===== config.mk =====
export PLATFORM = sky130hd
export DESIGN_NAME = iq_par_framer
export DESIGN_NICKNAME = d
export VERILOG_FILES = /design/src/rtl/iqf_pkg.sv /design/src/rtl/iqf_sync_delay.sv /design/src/rtl/iqf_slot_seq.sv /design/src/rtl/iqf_strobe_gen.sv /design/src/rtl/iq_par_framer.sv
export SDC_FILE = /design/constraint.sdc
export NUM_CORES = 2
export LEC_CHECK = 0
export BUFFER_PORTS_ARGS = -buffer_cell sky130_fd_sc_hd__buf_4
export CORE_AREA = 4 4 335 337
export DETAILED_ROUTE_END_ITERATION = 8
export DIE_AREA = 0 0 339 341
export PLACE_DENSITY = 0.56
export SLEW_MARGIN = 20
export SYNTH_ARGS = -nofsm -noshare
export SYNTH_HDL_FRONTEND = slang
export SYNTH_HIERARCHICAL = 1
export SYNTH_SLANG_ARGS = --single-unit
export TNS_END_PERCENT = 5

===== constraint.sdc =====
create_clock -name clk -period 2.7 [get_ports clk]
set_input_delay 0.27 -clock clk [delete_from_list [all_inputs] [get_ports clk]]
set_output_delay 0.27 -clock clk [all_outputs]
set_load 0.05 [all_outputs]

===== src/rtl/iqf_pkg.sv =====
`timescale 1ns/1ps
package iqf_pkg;

    localparam int IQ_W    = 16;
    localparam int GAIN_W  = 14;
    localparam int AGCST_W = 2;
    localparam int HALF_W  = IQ_W / 2;

    // one held sample of one channel
    typedef struct packed {
        logic [IQ_W-1:0]    i;
        logic [IQ_W-1:0]    q;
        logic [GAIN_W-1:0]  gain;
        logic [AGCST_W-1:0] agc;
    } chan_sample_t;

    // one word on the output buses
    typedef struct packed {
        logic [IQ_W-1:0] i;
        logic [IQ_W-1:0] q;
    } iq_word_t;

    // gain monitor: upper gain bits fill the low byte of I, the rest of the
    // gain and the AGC state fill the low byte of Q
    function automatic iq_word_t pack_out(chan_sample_t s, logic gain_mon);
        iq_word_t w;
        if (gain_mon) begin
            w.i = {s.i[IQ_W-1 -: HALF_W], s.gain[GAIN_W-1 -: HALF_W]};
            w.q = {s.q[IQ_W-1 -: HALF_W], s.gain[GAIN_W-HALF_W-1:0], s.agc};
        end else begin
            w.i = s.i;
            w.q = s.q;
        end
        return w;
    endfunction

endpackage


===== src/rtl/iqf_sync_delay.sv =====
`timescale 1ns/1ps
module iqf_sync_delay #(
    parameter int DLY_W = 7
) (
    input  logic             clk,
    input  logic             rst,
    input  logic             ena,
    input  logic             sync_in,
    input  logic [DLY_W-1:0] dly,
    output logic             fire
);
    logic [DLY_W-1:0] cnt;
    logic             armed;

    always_ff @(posedge clk) begin
        if (rst || !ena) begin
            armed <= 1'b0;
            cnt   <= '0;
        end else if (sync_in) begin
            armed <= 1'b1;
            cnt   <= dly;
        end else if (armed) begin
            if (cnt == '0) armed <= 1'b0;
            else           cnt   <= cnt - 1'b1;
        end
    end

    // frame start lands on the edge that ends this cycle
    assign fire = armed && (cnt == '0);
endmodule


===== src/rtl/iqf_slot_seq.sv =====
`timescale 1ns/1ps
module iqf_slot_seq #(
    parameter int CH_W  = 4,
    parameter int DIV_W = 7
) (
    input  logic             clk,
    input  logic             rst,
    input  logic             ena,
    input  logic             fire,
    input  logic [DIV_W-1:0] cfg_div,
    input  logic [CH_W-1:0]  cfg_nch,
    input  logic             cfg_gain_mon,
    output logic             running,
    output logic [CH_W-1:0]  ch_idx,
    output logic [CH_W-1:0]  act_nch,
    output logic             act_gm
);
    logic [DIV_W-1:0] act_div;
    logic [DIV_W-1:0] div_cnt;
    logic [DIV_W-1:0] div_last;

    assign div_last = (act_div == '0) ? '0 : act_div - 1'b1;

    always_ff @(posedge clk) begin
        if (rst || !ena) begin
            running <= 1'b0;
            ch_idx  <= '0;
            div_cnt <= '0;
            act_div <= '0;
            act_nch <= '0;
            act_gm  <= 1'b0;
        end else if (fire) begin
            running <= 1'b1;
            ch_idx  <= '0;
            div_cnt <= '0;
            act_div <= cfg_div;
            act_nch <= cfg_nch;
            act_gm  <= cfg_gain_mon;
        end else if (running) begin
            if (div_cnt == div_last) begin
                div_cnt <= '0;
                if (ch_idx == act_nch) begin
                    // frame boundary: new settings take hold here
                    ch_idx  <= '0;
                    act_div <= cfg_div;
                    act_nch <= cfg_nch;
                    act_gm  <= cfg_gain_mon;
                end else begin
                    ch_idx <= ch_idx + 1'b1;
                end
            end else begin
                div_cnt <= div_cnt + 1'b1;
            end
        end
    end
endmodule


===== src/rtl/iqf_strobe_gen.sv =====
`timescale 1ns/1ps
module iqf_strobe_gen #(
    parameter int INT_W = 7,
    parameter int SDLY_W = 4
) (
    input  logic              clk,
    input  logic              rst,
    input  logic              ena,
    input  logic              fire,
    input  logic [INT_W-1:0]  cfg_interval,
    input  logic [SDLY_W-1:0] cfg_sdly,
    output logic              strobe_q,
    output logic [INT_W-1:0]  act_int
);
    logic              live;
    logic              waiting;
    logic [SDLY_W-1:0] wcnt;
    logic [INT_W-1:0]  per_cnt;

    always_ff @(posedge clk) begin
        if (rst || !ena) begin
            live     <= 1'b0;
            waiting  <= 1'b0;
            wcnt     <= '0;
            per_cnt  <= '0;
            act_int  <= '0;
            strobe_q <= 1'b0;
        end else if (fire) begin
            live     <= 1'b1;
            per_cnt  <= '0;
            act_int  <= cfg_interval;
            wcnt     <= cfg_sdly;
            waiting  <= (cfg_sdly != '0);
            strobe_q <= (cfg_sdly == '0);
        end else if (waiting) begin
            if (wcnt == SDLY_W'(1)) begin
                waiting  <= 1'b0;
                strobe_q <= 1'b1;
                per_cnt  <= '0;
                act_int  <= cfg_interval;
            end else begin
                wcnt     <= wcnt - 1'b1;
                strobe_q <= 1'b0;
            end
        end else if (live) begin
            if (per_cnt == act_int) begin
                per_cnt  <= '0;
                strobe_q <= 1'b1;
                act_int  <= cfg_interval;
            end else begin
                per_cnt  <= per_cnt + 1'b1;
                strobe_q <= 1'b0;
            end
        end else begin
            strobe_q <= 1'b0;
        end
    end
endmodule


===== src/rtl/iq_par_framer.sv =====
`timescale 1ns/1ps
module iq_par_framer
    import iqf_pkg::*;
#(
    parameter int NCH        = 16,
    parameter int INT_W      = 7,
    parameter int DIV_W      = 7,
    parameter int SYNC_DLY_W = 7,
    parameter int STB_DLY_W  = 4,
    localparam int CH_W      = (NCH > 1) ? $clog2(NCH) : 1
) (
    input  logic                    clk,
    input  logic                    rst,
    input  logic [NCH-1:0]          ch_valid,
    input  logic [NCH*IQ_W-1:0]     ch_i,
    input  logic [NCH*IQ_W-1:0]     ch_q,
    input  logic [NCH*GAIN_W-1:0]   ch_gain,
    input  logic [NCH*AGCST_W-1:0]  ch_agc,
    input  logic                    sync_in,
    input  logic                    cfg_ena,
    input  logic [INT_W-1:0]        cfg_interval,
    input  logic [DIV_W-1:0]        cfg_div,
    input  logic [CH_W-1:0]         cfg_nch,
    input  logic [SYNC_DLY_W-1:0]   cfg_sync_dly,
    input  logic [STB_DLY_W-1:0]    cfg_strobe_dly,
    input  logic                    cfg_clk_pol,
    input  logic                    cfg_sync_pol,
    input  logic                    cfg_gain_mon,
    input  logic [3:0]              cfg_hiz,
    output logic [IQ_W-1:0]         rx_i,
    output logic [IQ_W-1:0]         rx_q,
    output logic                    rx_sync,
    output logic                    rx_clk,
    output logic                    rx_i_oe,
    output logic                    rx_q_oe,
    output logic                    rx_sync_oe,
    output logic                    rx_clk_oe
);
    logic             fire;
    logic             running;
    logic [CH_W-1:0]  ch_idx;
    logic [CH_W-1:0]  act_nch;
    logic             act_gm;
    logic             strobe_q;
    logic [INT_W-1:0] act_int;

    chan_sample_t hold_w [NCH];
    chan_sample_t cur;
    iq_word_t     out_q;

    // per-channel sample holding
    for (genvar c = 0; c < NCH; c++) begin : g_hold
        chan_sample_t r;
        always_ff @(posedge clk) begin
            if (rst) begin
                r <= '0;
            end else if (ch_valid[c]) begin
                r.i    <= ch_i[c*IQ_W +: IQ_W];
                r.q    <= ch_q[c*IQ_W +: IQ_W];
                r.gain <= ch_gain[c*GAIN_W +: GAIN_W];
                r.agc  <= ch_agc[c*AGCST_W +: AGCST_W];
            end
        end
        assign hold_w[c] = r;
    end

    iqf_sync_delay #(.DLY_W(SYNC_DLY_W)) i_sync_delay (
        .clk     (clk),
        .rst     (rst),
        .ena     (cfg_ena),
        .sync_in (sync_in),
        .dly     (cfg_sync_dly),
        .fire    (fire)
    );

    iqf_slot_seq #(.CH_W(CH_W), .DIV_W(DIV_W)) i_slot_seq (
        .clk          (clk),
        .rst          (rst),
        .ena          (cfg_ena),
        .fire         (fire),
        .cfg_div      (cfg_div),
        .cfg_nch      (cfg_nch),
        .cfg_gain_mon (cfg_gain_mon),
        .running      (running),
        .ch_idx       (ch_idx),
        .act_nch      (act_nch),
        .act_gm       (act_gm)
    );

    iqf_strobe_gen #(.INT_W(INT_W), .SDLY_W(STB_DLY_W)) i_strobe_gen (
        .clk          (clk),
        .rst          (rst),
        .ena          (cfg_ena),
        .fire         (fire),
        .cfg_interval (cfg_interval),
        .cfg_sdly     (cfg_strobe_dly),
        .strobe_q     (strobe_q),
        .act_int      (act_int)
    );

    assign cur = hold_w[ch_idx];

    // output register: one stage after the slot sequencer
    always_ff @(posedge clk) begin
        if (rst || !cfg_ena || !running) out_q <= '0;
        else                              out_q <= pack_out(cur, act_gm);
    end

    assign rx_i       = out_q.i;
    assign rx_q       = out_q.q;
    assign rx_sync    = cfg_sync_pol ? strobe_q : ~strobe_q;
    assign rx_clk     = cfg_clk_pol ? clk : ~clk;
    assign rx_i_oe    = ~cfg_hiz[0];
    assign rx_q_oe    = ~cfg_hiz[1];
    assign rx_sync_oe = ~cfg_hiz[2];
    assign rx_clk_oe  = ~cfg_hiz[3];
endmodule


==> flow_metrics.py <==
metrics = {
    "clock_tree": {
        "clk_latency_ns": 0.80,
        "clk_pin_slew_ns": 0.06,
        "cts_tree": "done",
        "ctsResizeCount": 0,
    },
    "setup_path": {
        "path_cells": "inv_1 -> ha_1 -> nor2b_1 -> o2111a_1 -> a311oi_2 -> nand4_1 -> nor4_1 -> o2bb2ai_1",
        "worst_ep_arrival_time_ns": 3.28,
        "worst_setup_path_start_kind": "flop",
        "criticalPathCategory": "flop to flop",
        "critPathSlowestCell": "dfxtp_1",
        "cpLargestDelayFamily": "simple AND/OR/NAND/NOR gates",
        "critPathMaxFanout": 8,
        "cpPeakStageDelay_ns": 0.44,
        "cp_num_buf_inv": 1,
        "endpoint_kind": "flop",
        "critical_path_required_ns": 3.41,
    },
    "synthesis": {
        "yosysTopAreaCellShare_pct": 46.7,
        "synth.most_common_cell": "dfxtp_1",
        "yosysTopAreaCell": "dfxtp_1",
        "ys_ff_latch": 853,
        "synthArstFlopShare_pct": 0,
        "synthTopCellsByCount": "dfxtp_1, mux2i_1, nor2_1, mux4_2, clkbuf_1",
        "yosysWarnings": 6,
        "ys_types": 82,
        "syn_nets": 4141,
        "synth_area_leaders": "dfxtp_1, mux2i_1, mux4_2, nor2_1, clkbuf_1",
        "synth_area_um2": 36500,
        "avgSynthCellArea_um2": 11.0,
        "synth-main-ff-cell": "dfxtp_1",
        "synth_cells": 3309,
        "synth_edf_count": 0,
        "yosysSeqAreaShare_pct": 46.7,
    },
    "global_routing": {
        "overflow": 0,
        "grt_pass1_vias": 35300,
        "grt_pass1_wl_um": 239000,
        "antenna_found_initial": 43,
        "grt_max_degree": 187,
        "grt.total_usage_pct": 27.9,
    },
    "power_and_ir_drop": {
        "vdd.ir_drop.worst_mv": 0.489,
        "p_leak_uw": 0.0255,
        "p_per_area_nw_per_um2": 562,
    },
    "final_layout": {
        "area_growth_syn_to_layout_pct": 58.3,
        "drive_gt1_share_pct": 25.6,
        "seqCellArea_um2": 17100,
        "multi_input_area_um2": 18200,
        "nFillCells": 9323,
        "final_area_um2": 57900,
        "nets": 5907,
    },
    "route": {
        "num_vias": 33400,
        "highest_layer": "met5",
        "finalWirelength_um": 167000,
        "wl_met2_um": 77100,
        "antenna_left": 0,
        "drtIter0Drc": 2318,
        "dr_wl_met3_um": 11200,
        "vias_per_cell": 5.07,
        "wl_met1_um": 69000,
        "drc": 0,
        "wl_per_cell_um": 25.3,
        "dr.pass1.iters": 8,
    },
    "sta": {
        "fmax_mhz": 389,
        "min_period_ns": 2.57,
        "tns_ns": 0,
        "slew_viol_final": 0,
        "rsz0062_at_grt": "no",
        "tightest_slew_ns": 1.12,
        "hold_viol": 0,
        "fin_crit_sh_pct": 95.1,
        "setup_violations": 0,
        "relSlewSlack_pct": 25.3,
        "skew_ns": 0.0317,
    },
    "die": {
        "die_h_um": 341,
        "core_area_um2": 109000,
        "dieArea_um2": 116000,
        "start_util_pct": 33.6,
        "ios": 862,
        "fp-row-count": 121,
        "die_width_um": 339,
    },
    "worst_hold_path": {
        "min_path_type": "input port to flop",
    },
    "placed_design": {
        "place_area_um2": 44600,
        "place_hpwl_um": 119000,
        "place.port_buffers": 861,
        "gp_congestion": 0.905,
    },
    "job": {
        "drv_cap": 0,
    },
    "status": {
        "status": "completed",
    },
}
-- kinds of logic (layout without fill, tap and decap cells) --
kind of cell             Yosys count  after routing  share of synthesized area, %
AO/OA/AOI/OAI                    135            135                          2.96
XOR/XNOR                          31             31                         0.743
adder cells (fa/ha/maj)            8              8                         0.274
buffers and inverters            277           2115                          3.48
flip-flops                       853            853                          46.7
multiplexers                    1044           1044                          35.2
other                              0             31                             0
AND/OR/NAND/NOR                  961            961                          10.7
-- report_power, final --
part / internal [µW] / switching, µW / leakage [µW]
combinational: 2820 / 2080 / 0.0168
sequential: 13300 / 460 / 0.00703
clock: 8180 / 5720 / 0.00163
-- metrics by stage --
step | utilization (%) | setup WS, ns | instances | power, µW | hold slack [ns]
2_1_floorplan | - | 0.267 | 3309 | 15700 | 0.409
3_3_place_gp | 41.0 | 0.215 | 5406 | 17600 | 0.462
3_5_place_dp | 41.0 | 0.213 | 5406 | 17600 | 0.466
4_1_cts | 53.1 | 0.189 | 6560 | 32600 | 0.00105
5_1_grt | 53.2 | 0.000266 | 6588 | 33600 | 0.0175
6_report | 53.2 | 0.132 | 6592 | 32500 | 0.0395
-- routing by layer --
layer / track usage, % / up-vias
li1: - / 15200
met1: 34.8 / 16300
met2: 45.2 / 1435
met3: 6.21 / 441
met4: 14.9 / 20
met5: 0 / -
-- registers in the layout, summed over array words and instances, names as in the netlist, 4 cells and up --
| register | count |
|---|---|
| i_strobe_gen/wcnt | 4 |
| i_strobe_gen/per_cnt | 7 |
| g_hold.r | 768 |
| i_slot_seq/act_div | 7 |
| i_slot_seq/act_nch | 4 |
| i_slot_seq/div_cnt | 7 |
| i_slot_seq/ch_idx | 4 |
| i_sync_delay/cnt | 7 |
| i_strobe_gen/act_int | 7 |
| rx_i | 16 |
| rx_q | 16 |
-- cell usage in the layout, fill, tap and decap left out, drive strengths merged, types with 18 or more instances in the layout --
cell type    instances
a22oi               18
buf                944
clkbuf             142
clkinv              18
dfxtp              853
diode               31
dlygate4sd3        981
inv                 19
mux2i              852
mux4               192
nand2               59
nor2               807
nor2b               27
nor3                19
o21ai               18
xnor2               18
-- area by class of cell --
type                       instances  area share, %
multi-input combinational       2179           31.5
timing repair buffer            1924           29.9
sequential                       853           29.5
clock buffer                     143           4.96
tap                             1414           3.06
clock inverter                    31          0.804
antenna                           31          0.134
inverter                          17          0.110
-- path summary, 6_finish.rpt --
path                                                    startpoint                                  to  slack [ns]  depth (start not counted)
worst max-delay path            i_slot_seq/act_div[0]$_SDFFE_PP0P_   i_slot_seq/ch_idx[3]$_SDFFE_PP0P_        0.13                          8
worst min register to register  i_slot_seq/act_nch[2]$_SDFFE_PP0P_  i_slot_seq/act_nch[2]$_SDFFE_PP0P_        0.48                          2
worst max register to register  i_slot_seq/act_div[0]$_SDFFE_PP0P_   i_slot_seq/ch_idx[3]$_SDFFE_PP0P_        0.13                          8
worst min-delay path                                   ch_valid[2]        g_hold[2].r[14]$_SDFFE_PP0P_        0.04                          3
-- worst reg2reg max path, cell delays in order, from the launching register on --
cell       delay, ns
dfxtp_1         0.44
inv_1           0.07
ha_1            0.25
nor2b_1         0.16
o2111a_1        0.24
a311oi_2        0.31
nand4_1         0.40
nor4_1          0.44
o2bb2ai_1       0.16
-- what timing repair did --
action,in CTS,in global routing
endpoints found under the hold margin,802,0
endpoints found under the setup margin,0,4
hold buffers,981,0
setup buffers,0,1
No activity file was read; power rests on OpenSTA's default activity.
